`src/rtl/pmic_cfg_pkg.sv`:
```
package pmic_cfg_pkg;

  localparam int BYTE_W = 8;
  localparam logic [6:0] DEV_ADDR7 = 7'h15;

  localparam int FREQ_W = 3;
  localparam int VSEL_W = 2;
  localparam int DAC_W  = 6;
  localparam int SLEW_W = 2;

  localparam logic [BYTE_W-1:0] PTR_FREQ = 8'h01;
  localparam logic [BYTE_W-1:0] PTR_VSEL = 8'h02;
  localparam logic [BYTE_W-1:0] PTR_DAC  = 8'h03;
  localparam logic [BYTE_W-1:0] PTR_SLEW = 8'h04;

  localparam logic [FREQ_W-1:0] FREQ_RST = 3'd0;
  localparam logic [FREQ_W-1:0] FREQ_MAX = 3'd5;
  localparam logic [VSEL_W-1:0] VSEL_RST = 2'd2;
  localparam logic [VSEL_W-1:0] VSEL_MAX = 2'd3;
  localparam logic [DAC_W-1:0]  DAC_RST  = 6'd0;
  localparam logic [DAC_W-1:0]  DAC_MAX  = 6'd50;
  localparam logic [DAC_W-1:0]  DAC_SHDN = 6'h3F;
  localparam logic [SLEW_W-1:0] SLEW_RST = 2'd0;
  localparam logic [SLEW_W-1:0] SLEW_MAX = 2'd3;

  typedef enum logic [2:0] {
    LS_IDLE,
    LS_ADDR,
    LS_PTR,
    LS_WR,
    LS_ACK,
    LS_RD,
    LS_RACK
  } link_state_t;

endpackage

```
`src/rtl/smb_line_events.sv`:
```
module smb_line_events (
  input  logic clk,
  input  logic rst,
  input  logic scl_i,
  input  logic sda_i,
  output logic scl_rise,
  output logic scl_fall,
  output logic bus_start,
  output logic bus_stop
);

  logic scl_q;
  logic sda_q;

  always_ff @(posedge clk) begin
    if (rst) begin
      scl_q <= 1'b1;
      sda_q <= 1'b1;
    end else begin
      scl_q <= scl_i;
      sda_q <= sda_i;
    end
  end

  assign scl_rise  = scl_i & ~scl_q;
  assign scl_fall  = ~scl_i & scl_q;
  // data edges while the clock stays high frame a transaction
  assign bus_start = scl_i & scl_q & sda_q & ~sda_i;
  assign bus_stop  = scl_i & scl_q & ~sda_q & sda_i;

endmodule

```
`src/rtl/smb_stall_timer.sv`:
```
module smb_stall_timer #(
  parameter int TIMEOUT_CYC = 3_000_000
) (
  input  logic clk,
  input  logic rst,
  input  logic scl_i,
  input  logic busy,
  output logic tmo
);

  localparam int CNT_W = $clog2(TIMEOUT_CYC + 1);
  localparam logic [CNT_W-1:0] LAST = CNT_W'(TIMEOUT_CYC - 1);

  logic [CNT_W-1:0] cnt;

  always_ff @(posedge clk) begin
    if (rst || scl_i || !busy) begin
      cnt <= '0;
      tmo <= 1'b0;
    end else if (cnt == LAST) begin
      cnt <= '0;
      tmo <= 1'b1;
    end else begin
      cnt <= cnt + 1'b1;
      tmo <= 1'b0;
    end
  end

endmodule

```
`src/rtl/smb_link_fsm.sv`:
```
module smb_link_fsm
  import pmic_cfg_pkg::*;
(
  input  logic              clk,
  input  logic              rst,
  input  logic              sda_i,
  input  logic              scl_rise,
  input  logic              scl_fall,
  input  logic              bus_start,
  input  logic              bus_stop,
  input  logic              bus_tmo,
  input  logic [BYTE_W-1:0] rdata,
  output logic              busy,
  output logic              sda_oe,
  output logic              wr_en,
  output logic [BYTE_W-1:0] ptr,
  output logic [BYTE_W-1:0] wdata
);

  localparam int BC_W = $clog2(BYTE_W + 1);
  localparam logic [BC_W-1:0] BC_FULL = BC_W'(BYTE_W);
  localparam logic [BC_W-1:0] BC_LAST = BC_W'(BYTE_W - 1);

  link_state_t       state;
  link_state_t       after_ack;
  logic [BYTE_W-1:0] shreg;
  logic [BC_W-1:0]   bitcnt;
  logic              mack;

  assign busy = (state != LS_IDLE);

  always_ff @(posedge clk) begin
    if (rst) begin
      state     <= LS_IDLE;
      after_ack <= LS_IDLE;
      shreg     <= '0;
      bitcnt    <= '0;
      mack      <= 1'b0;
      sda_oe    <= 1'b0;
      wr_en     <= 1'b0;
      ptr       <= '0;
      wdata     <= '0;
    end else begin
      wr_en <= 1'b0;
      if (bus_tmo || bus_stop) begin
        state  <= LS_IDLE;
        sda_oe <= 1'b0;
      end else if (bus_start) begin
        state  <= LS_ADDR;
        bitcnt <= '0;
        sda_oe <= 1'b0;
      end else begin
        case (state)
          LS_ADDR, LS_PTR, LS_WR: begin
            if (scl_rise && bitcnt != BC_FULL) begin
              shreg  <= {shreg[BYTE_W-2:0], sda_i};
              bitcnt <= bitcnt + 1'b1;
            end else if (scl_fall && bitcnt == BC_FULL) begin
              bitcnt <= '0;
              if (state == LS_ADDR) begin
                if (shreg[BYTE_W-1:1] == DEV_ADDR7) begin
                  sda_oe    <= 1'b1;
                  state     <= LS_ACK;
                  after_ack <= shreg[0] ? LS_RD : LS_PTR;
                end else begin
                  state <= LS_IDLE;
                end
              end else if (state == LS_PTR) begin
                ptr       <= shreg;
                sda_oe    <= 1'b1;
                state     <= LS_ACK;
                after_ack <= LS_WR;
              end else begin
                wdata     <= shreg;
                wr_en     <= 1'b1;
                sda_oe    <= 1'b1;
                state     <= LS_ACK;
                after_ack <= LS_WR;
              end
            end
          end
          LS_ACK: begin
            if (scl_fall) begin
              bitcnt <= '0;
              state  <= after_ack;
              if (after_ack == LS_RD) begin
                shreg  <= rdata;
                sda_oe <= ~rdata[BYTE_W-1];
              end else begin
                sda_oe <= 1'b0;
              end
            end
          end
          LS_RD: begin
            if (scl_fall) begin
              if (bitcnt == BC_LAST) begin
                sda_oe <= 1'b0;
                state  <= LS_RACK;
              end else begin
                shreg  <= {shreg[BYTE_W-2:0], 1'b0};
                sda_oe <= ~shreg[BYTE_W-2];
                bitcnt <= bitcnt + 1'b1;
              end
            end
          end
          LS_RACK: begin
            if (scl_rise) begin
              mack <= ~sda_i;
            end else if (scl_fall) begin
              if (mack) begin
                shreg  <= rdata;
                sda_oe <= ~rdata[BYTE_W-1];
                bitcnt <= '0;
                state  <= LS_RD;
              end else begin
                state <= LS_IDLE;
              end
            end
          end
          default: ;
        endcase
      end
    end
  end

endmodule

```
`src/rtl/cfg_field.sv`:
```
module cfg_field #(
  parameter int           W   = 2,
  parameter logic [W-1:0] RST = '0,
  parameter logic [W-1:0] MAX = '1
) (
  input  logic         clk,
  input  logic         rst,
  input  logic         we,
  input  logic [W-1:0] d,
  output logic [W-1:0] q
);

  generate
    if (MAX == {W{1'b1}}) begin : g_full_range
      always_ff @(posedge clk) begin
        if (rst)     q <= RST;
        else if (we) q <= d;
      end
    end else begin : g_limited
      always_ff @(posedge clk) begin
        if (rst)                  q <= RST;
        else if (we && d <= MAX)  q <= d;
      end
    end
  endgenerate

endmodule

```
`src/rtl/cfg_regmap.sv`:
```
module cfg_regmap
  import pmic_cfg_pkg::*;
(
  input  logic              clk,
  input  logic              rst,
  input  logic              wr_en,
  input  logic [BYTE_W-1:0] ptr,
  input  logic [BYTE_W-1:0] wdata,
  output logic [BYTE_W-1:0] rdata,
  output logic [FREQ_W-1:0] freq_sel,
  output logic [VSEL_W-1:0] vsel,
  output logic [DAC_W-1:0]  dac_ofs,
  output logic [SLEW_W-1:0] slew_sel,
  output logic              shdn_req
);

  logic             unused_hi;
  logic [DAC_W-1:0] dac_in;

  assign unused_hi = ^wdata[BYTE_W-1:DAC_W];
  assign dac_in    = wdata[DAC_W-1:0];

  cfg_field #(.W(FREQ_W), .RST(FREQ_RST), .MAX(FREQ_MAX)) u_freq (
    .clk(clk), .rst(rst), .we(wr_en && ptr == PTR_FREQ),
    .d(wdata[FREQ_W-1:0]), .q(freq_sel)
  );

  cfg_field #(.W(VSEL_W), .RST(VSEL_RST), .MAX(VSEL_MAX)) u_vsel (
    .clk(clk), .rst(rst), .we(wr_en && ptr == PTR_VSEL),
    .d(wdata[VSEL_W-1:0]), .q(vsel)
  );

  cfg_field #(.W(SLEW_W), .RST(SLEW_RST), .MAX(SLEW_MAX)) u_slew (
    .clk(clk), .rst(rst), .we(wr_en && ptr == PTR_SLEW),
    .d(wdata[SLEW_W-1:0]), .q(slew_sel)
  );

  // the offset field carries one command code beside its legal range
  always_ff @(posedge clk) begin
    if (rst) begin
      dac_ofs  <= DAC_RST;
      shdn_req <= 1'b0;
    end else if (wr_en && ptr == PTR_DAC) begin
      if (dac_in == DAC_SHDN) begin
        shdn_req <= 1'b1;
      end else if (dac_in <= DAC_MAX) begin
        dac_ofs  <= dac_in;
        shdn_req <= 1'b0;
      end
    end
  end

  always_comb begin
    case (ptr)
      PTR_FREQ: rdata = {{(BYTE_W-FREQ_W){1'b0}}, freq_sel};
      PTR_VSEL: rdata = {{(BYTE_W-VSEL_W){1'b0}}, vsel};
      PTR_DAC:  rdata = {{(BYTE_W-DAC_W){1'b0}}, (shdn_req ? DAC_SHDN : dac_ofs)};
      PTR_SLEW: rdata = {{(BYTE_W-SLEW_W){1'b0}}, slew_sel};
      default:  rdata = '0;
    endcase
  end

endmodule

```
`src/rtl/pmic_cfg_slave.sv`:
```
module pmic_cfg_slave
  import pmic_cfg_pkg::*;
#(
  parameter int TIMEOUT_CYC = 3_000_000
) (
  input  logic              clk,
  input  logic              rst,
  input  logic              scl_i,
  input  logic              sda_i,
  output logic              sda_oe,
  output logic [FREQ_W-1:0] freq_sel,
  output logic [VSEL_W-1:0] vsel,
  output logic [DAC_W-1:0]  dac_ofs,
  output logic [SLEW_W-1:0] slew_sel,
  output logic              shdn_req
);

  logic              scl_rise;
  logic              scl_fall;
  logic              bus_start;
  logic              bus_stop;
  logic              bus_tmo;
  logic              busy;
  logic              wr_en;
  logic [BYTE_W-1:0] ptr;
  logic [BYTE_W-1:0] wdata;
  logic [BYTE_W-1:0] rdata;

  smb_line_events u_events (
    .clk(clk), .rst(rst), .scl_i(scl_i), .sda_i(sda_i),
    .scl_rise(scl_rise), .scl_fall(scl_fall),
    .bus_start(bus_start), .bus_stop(bus_stop)
  );

  smb_stall_timer #(.TIMEOUT_CYC(TIMEOUT_CYC)) u_timer (
    .clk(clk), .rst(rst), .scl_i(scl_i), .busy(busy), .tmo(bus_tmo)
  );

  smb_link_fsm u_link (
    .clk(clk), .rst(rst), .sda_i(sda_i),
    .scl_rise(scl_rise), .scl_fall(scl_fall),
    .bus_start(bus_start), .bus_stop(bus_stop), .bus_tmo(bus_tmo),
    .rdata(rdata), .busy(busy), .sda_oe(sda_oe),
    .wr_en(wr_en), .ptr(ptr), .wdata(wdata)
  );

  cfg_regmap u_regs (
    .clk(clk), .rst(rst), .wr_en(wr_en), .ptr(ptr), .wdata(wdata),
    .rdata(rdata), .freq_sel(freq_sel), .vsel(vsel), .dac_ofs(dac_ofs),
    .slew_sel(slew_sel), .shdn_req(shdn_req)
  );

endmodule

```
`config.mk`:
```
export PLATFORM = sky130hd
export DESIGN_NAME = pmic_cfg_slave
export DESIGN_NICKNAME = d
export VERILOG_FILES = /design/src/rtl/pmic_cfg_pkg.sv /design/src/rtl/smb_line_events.sv /design/src/rtl/smb_stall_timer.sv /design/src/rtl/smb_link_fsm.sv /design/src/rtl/cfg_field.sv /design/src/rtl/cfg_regmap.sv /design/src/rtl/pmic_cfg_slave.sv
export SDC_FILE = /design/constraint.sdc
export NUM_CORES = 1
export LEC_CHECK = 0
export BUFFER_PORTS_ARGS = -buffer_cell sky130_fd_sc_hd__clkbuf_2
export CAP_MARGIN = 20
export CORE_ASPECT_RATIO = 0.75
export CORE_MARGIN = 1
export CORE_UTILIZATION = 40
export DETAILED_ROUTE_END_ITERATION = 8
export PLACE_DENSITY = 0.57
export SYNTH_ARGS = -nofsm -noshare
export SYNTH_HDL_FRONTEND = slang
export SYNTH_HIERARCHICAL = 1
export SYNTH_SLANG_ARGS = --single-unit
```
`constraint.sdc`:
```
create_clock -name clk -period 2.3 [get_ports clk]
set_input_delay 0.115 -clock clk [delete_from_list [all_inputs] [get_ports clk]]
set_output_delay 0.115 -clock clk [all_outputs]
set_load 0.05 [all_outputs]
```
==> results of run 1 <==
[where the power goes]
| group | switching, uW | internal (uW) | total [uW] |
|---|---|---|---|
| Clock | 548 | 980 | 1530 |
| Combinational | 77.1 | 46.5 | 124 |
| Sequential | 19.7 | 1300 | 1320 |
[layout make-up]
type | count | area [um^2] | share of cell area, %
well taps | 108 | 135 | 3.18
inverters | 14 | 52.6 | 1.24
repair buffers | 31 | 200 | 4.71
clock buffers | 10 | 239 | 5.62
clock inverters | 6 | 90.1 | 2.12
flip-flops and latches | 74 | 1480 | 34.9
multi-input cells | 311 | 2050 | 48.3
[layer usage]
metal  share of wire [%]  wire length, um
met5                   0                0
met4                 1.4              112
met3                 4.9              395
met1                  54             4380
met2                  40             3240
[how the worst min path moves through the flow]
stage	end	slack [ps]	cells after the start
after floorplan	u_regs/u_freq/q[1]	180	1
after global placement	u_events/scl_q	380	2
after detailed placement	u_events/sda_q	400	2
after CTS	u_events/sda_q	50	2
after global routing	u_events/scl_q	50	2
final	u_events/sda_q	50	2
[layout by cell type, fill, tap and decap left out, types with 3 or more instances in the layout]
cell type and instances:
inv_1 13, a211oi_1 4, clkbuf_16 9, a21oi_1 21
nor4_1 4, mux2i_1 30, o22ai_1 4, o31ai_1 4
nor2_1 60, o21ai_0 12, nor2b_1 8, xnor2_1 7
ha_1 3, buf_4 12, nand4_1 8, nand3_1 11
clkbuf_2 18, nor3b_1 6, a31oi_1 5, or4_1 3
a311oi_1 9, a22oi_1 3, nand2_1 27, or3_1 7
dfxtp_1 74, nor3_1 7, nand3b_1 4, and3_1 4
nand2b_1 7, xor2_1 5
[worst reg2reg max path, delay by kind of cell (launching register included)]
kind | cells | cell delay [ps]
buffers and inverters | 1 | 200
DFF | 1 | 320
muxes | 1 | 200
and+or+nand+nor | 5 | 1230
[timing repair]
action,4_1_cts,5_1_grt
endpoints found under the setup margin,0,6
hold buffers,0,0
setup buffers,0,0
resized for setup,0,1
[state kept, by name, summed over array words and instances, names as in the netlist]
name and flops:
u_link/wdata 6, u_link/after_ack 3, u_link/sda_oe 1, u_regs/u_freq/q 3, u_timer/tmo 1, u_regs/u_slew/q 2, u_link/mack 1, u_link/ptr 8
u_link/bitcnt 4, u_regs/u_vsel/q 2, u_link/shreg 8, u_timer/cnt 22, u_link/wr_en 1, u_events/scl_q 1, u_regs/dac_ofs 6, u_link/state 3
u_events/sda_q 1, u_regs/shdn_req 1
[through the flow]
stage | std cells | area, um^2
floorplan | 421 | 3680
global placement | 538 | 3920
detailed placement | 538 | 3920
CTS | 554 | 4240
global route | 554 | 4250
finish | 554 | 4250
==> results.md, run 1 <==
* Required time worst endpoint at 2520 ps
* CP Capture Type: flop
* Largest net degree at the start of global routing at 31
* Leak Pwr at 0.00144 uW
* Die height at 85.1 um
* Drc violations at 0
* Power Dens Cells at 698 mW/mm^2
* Worst hold start: sda_i
* Layout area overhead at 15.5%
* PnR Total Power at 2970 uW
* GP Congestion at 0.873
* Slowest-stage cell, CP: or3_1
* Setup violators final at 0
* Wirelength per Cell at 14.7 um
* Max Fclk at 482 MHz
* Origin of the critical flop-to-flop path: u_events/scl_q
* Clk_lat worst skew at 340 ps
* R2R setup slack at 230 ps
* Fin. max-slew vios at 0
* Final hold violations at 0
* Critical path's top delay family: simple AND/OR/NAND/NOR gates
* Final Cycle Share at 90.1%
* Crit Path Category: flop to flop
* CTS Buffer Depth at 2
* DRT Pass-1 Iters at 6
* CP max stage delay at 440 ps
* Setup ws final at 227 ps
* # diodes at 0
* Routed Antenna Nets at 0
* Core area at 0.00867 mm^2
* Worst-path clk slew at 60 ps
* Hpwl dp at 5780 um
* Skew final at 8.50 ps
* Critical path, cell by cell: and4b_1, or3_1, nor4_2, nor2b_1, buf_4, mux2i_1, nor2_1
* Root Driver: clkbuf_16
* FF-to-FF End: u_link/ptr[6]
* Met1 Use GR at 27.2%
* CTS sink cnt at 74
* Buf/Inv on CP at 1
* Share of layout cells above drive strength 1 at 14.6%
* Vias at 3076
* Post-DR vias/cell at 5.55
* H-tree depth at 3
* CP max FO at 8
* Synthesized cell area at 0.00368 mm^2
* Iter 0 DRT Violations at 150
* Util after Layout at 49.0%
* Syn avg cell area at 8.76 um^2
* I/O Buffers at 18
* Place WS at 251 ps
* Vias in the first global route at 2789
* Die Wd at 113 um
* Yosys warnings at 6
* GRT Max-Usage Layer: met1
* RSZ-0062 raised after global routing: false
* Mapped Cells at 420
* Grt met3 use at 5.21%
* CP Data Arrival Time at 2290 ps
* Final net count at 448
* First-pass GRT wire length at 13900 um
* Num CTS Buffers at 9
* Final global-route overflow total at 0
* Max Cap Violations at 0
* Die Area at 0.00959 mm^2
* Rows at 29
* HP Class: primary input to flop
* CTS tree: built
* Routed wire length at 8130 um
* Maximum vdd drop at 0.511 mV
* Fillers at 811
* Final critical-path required period at 2070 ps
* Hold Slack at 47.3 ps
* Starting Density at 42.4%
* CP endpoint: u_link/ptr[6]
* Total GRT Usage at 18.5%
* Grt met2 use at 25.5%
* Status: completed
* Worst r2r path cells at 7
* Stages on worst setup path at 7
* I/O pins at 19
* Slew margin rel. at 58.7%
* Type of origin of the critical path: flop
* Final setup TNS at 0 ps
* Worst-Margin Slew at 614 ps
* Initial antenna violation count at 0
* Crit path launch: u_events/scl_q
Note: power is estimated with default switching activity, not from simulation.
==> run 2, diff against run 1 <==
--- a/config.mk
+++ b/config.mk
@@ -7,11 +7,14 @@
 export LEC_CHECK = 0
 export BUFFER_PORTS_ARGS = -buffer_cell sky130_fd_sc_hd__clkbuf_2
 export CAP_MARGIN = 20
+export CELL_PAD_IN_SITES_DETAIL_PLACEMENT = 0
+export CELL_PAD_IN_SITES_GLOBAL_PLACEMENT = 1
 export CORE_ASPECT_RATIO = 0.75
 export CORE_MARGIN = 1
 export CORE_UTILIZATION = 40
 export DETAILED_ROUTE_END_ITERATION = 8
-export PLACE_DENSITY = 0.57
+export HOLD_SLACK_MARGIN = 0.06
+export PLACE_DENSITY = 0.7
 export SYNTH_ARGS = -nofsm -noshare
 export SYNTH_HDL_FRONTEND = slang
 export SYNTH_HIERARCHICAL = 1
==> results.md, run 2 (synthesis gave the netlist of run 1 again) <==
* Largest net degree at the start of global routing at 33 (+6.5%)
* Origin of the critical flop-to-flop path: u_link/state[2]
* Slew margin rel. at 52.0% (-6.7 points)
* Skew final at 5.02 ps (-3.48 ps)
* I/O Buffers at 18 (unchanged)
* Layout area overhead at 16.6%
* Power Dens Cells at 693 mW/mm^2 (-0.79%)
* Root Driver: clkbuf_16
* R2R setup slack at 290 ps (+60 ps)
* Post-DR vias/cell at 5.45 (-1.8%)
* Biggest register: u_timer/cnt
* H-tree depth at 3 (unchanged)
* Rows at 29 (unchanged)
* CP max stage delay at 540 ps (+100 ps)
* GP Congestion at 0.820 (-6.1%)
* Vias at 3030 (-1.5%)
* Final Cycle Share at 92.7% (+2.6 points)
* Iter 0 DRT Violations at 150 (unchanged)
* Leak Pwr at 0.00145 uW (+0.84%)
* Share of layout cells above drive strength 1 at 15.0% (+0.38 points)
* Final global-route overflow total at 0 (unchanged)
* Commonest non-fill, non-tap cell in the layout: dfxtp_1
* Initial antenna violation count at 0 (unchanged)
* Min-Delay Path Depth at 2 (unchanged)
* Total GRT Usage at 18.3% (-0.23 points)
* Number of flip-flops in the largest register at 22 (unchanged)
* CP max FO at 8 (unchanged)
* Crit Path Category: primary input to flop
* Worst-path clk slew at 60 ps (about the same)
* Required time worst endpoint at 2500 ps (-20 ps)
* Vias in the first global route at 2744 (-1.6%)
* FF-to-FF End: u_timer/cnt[17]
* Register area at 0.00148 mm^2 (unchanged)
* Wirelength per Cell at 14.9 um (+1.2%)
* Drc violations at 0 (unchanged)
* Starting Density at 42.4% (unchanged)
* CTS sink cnt at 74 (unchanged)
* Critical path's top delay family: simple AND/OR/NAND/NOR gates
* Final hold violations at 0 (unchanged)
* Die Area at 0.00959 mm^2 (unchanged)
* HP Class: primary input to flop
* Hold Slack at 361 ps (+314 ps)
* Status: completed
* Routed wire length at 8260 um (+1.6%)
* CP Data Arrival Time at 2340 ps (+50 ps)
* Hpwl dp at 5840 um (+1.1%)
* Critical path, cell by cell: dlygate4sd3_1, clkbuf_2, and4b_1, or3_4, nor4_4, nor2b_2, buf_6, mux2i_1, nor2_1
* Most frequent cells in the layout: dfxtp_1, nor2_1, mux2i_1
* Max Cap Violations at 0 (unchanged)
* Hold endpoint: u_regs/u_freq/q[1]
* I/O pins at 19 (unchanged)
* Routed Antenna Nets at 0 (unchanged)
* Buf/Inv on CP at 3 (+2)
* Slowest-stage cell, CP: dlygate4sd3_1
* Core area at 0.00867 mm^2 (unchanged)
* Fillers at 824 (+1.6%)
* Die Wd at 113 um (unchanged)
* CTS tree: built
* Fin. max-slew vios at 0 (unchanged)
* First-pass GRT wire length at 13800 um (-1.2%)
* CP Capture Type: flop
* Final net count at 450 (+0.45%)
* Type of origin of the critical path: primary input
* Clk_lat worst skew at 330 ps (about the same)
* Final critical-path required period at 2130 ps (+59.5 ps)
* CTS Buffer Depth at 2 (unchanged)
* Worst r2r path cells at 6 (-1)
* # diodes at 0 (unchanged)
* Worst-Margin Slew at 719 ps (+105 ps)
* Worst hold start: rst
* Maximum vdd drop at 0.376 mV (-27%)
* Multi-input logic area at 0.00207 mm^2 (+0.79%)
* DRT Pass-1 Iters at 5 (-1)
* Setup violators final at 0 (unchanged)
* Max Fclk at 469 MHz (-2.8%)
* Final setup TNS at 0 ps (unchanged)
* Die height at 85.1 um (unchanged)
* Largest regs: u_timer/cnt x22, u_link/ptr x8, u_link/shreg x8
* Num CTS Buffers at 9 (unchanged)
run 2: cell types whose count changed in the layout (fill, tap and decap cells not counted):
cell and change:
buf_4 -1, nor4_4 +1, or3_1 -1, nor4_2 -1, dlygate4sd3_1 +2, or3_4 +1
buf_6 +1, nor2b_1 -1, nor2b_2 +1
run 2: worst max-delay path by stage:
| stage | end | slack (ps) | from | cells after the start |
|---|---|---|---|---|
| 2_1_floorplan | u_link/ptr[2] | 420 | u_events/scl_q | 7 |
| 3_3_place_gp | u_link/ptr[0] | 270 | u_events/scl_q | 7 |
| 3_5_place_dp | u_link/ptr[4] | 220 | u_events/scl_q | 7 |
| 4_1_cts | u_link/ptr[6] | 80 | scl_i | 9 |
| 5_1_grt | u_link/ptr[5] | -10 | sda_i | 9 |
| 6_report | u_link/ptr[6] | 170 | scl_i | 9 |
run 2: repair_timing:
| item | CTS | global route |
|---|---|---|
| hold buffers | 2 | 0 |
| hold endpoints to repair | 2 | 0 |
| setup endpoints to repair | 0 | 10 |
| buffers inserted | 0 | 0 |
| gates resized for setup | 0 | 5 |
run 2: power by group:
part	total, uW	switching [uW]	internal (uW)
combinational	132	81.5	50.1
clock	1530	547	980
sequential	1310	17.2	1300
run 2: worst register-to-register path: cells and delay by family (launching register included):
kind / cells / cell delay [ps]
DFF: 1 / 530
buffers and inverters: 2 / 280
AOI/OAI and AO/OA: 2 / 330
and+or+nand+nor: 2 / 750
run 2: per-stage QoR:
| stage | area (um^2) | utilization (%) | power (uW) | cells | setup slack [ps] |
|---|---|---|---|---|---|
| 6_report | 4290 | 49.5 | 2970 | 556 | 167 |
| 2_1_floorplan | 3680 | - | 1420 | 421 | 421 |
| 3_3_place_gp | 3920 | 45.1 | 1470 | 538 | 275 |
| 4_1_cts | 4260 | 49.2 | 3010 | 556 | 75.3 |
| 5_1_grt | 4290 | 49.5 | 3080 | 556 | -12.8 |
| 3_5_place_dp | 3920 | 45.1 | 1470 | 538 | 225 |
run 2: layer usage:
layer | GRT usage (%) | vias to the layer above | share of wire [%]
met5 | 0 | - | 0
met4 | 6.91 | 0 | 1.5
met3 | 4.07 | 12 | 3.9
met2 | 24.2 | 46 | 38
met1 | 28.2 | 1397 | 56
li1 | - | 1575 | -
run 2: area by class of cell:
class | instances | area share, %
clock inverter | 6 | 2.10
tap | 108 | 3.15
multi-input combinational | 311 | 48.2
inverter | 14 | 1.22
sequential | 74 | 34.5
clock buffer | 10 | 5.57
timing repair buffer | 33 | 5.22
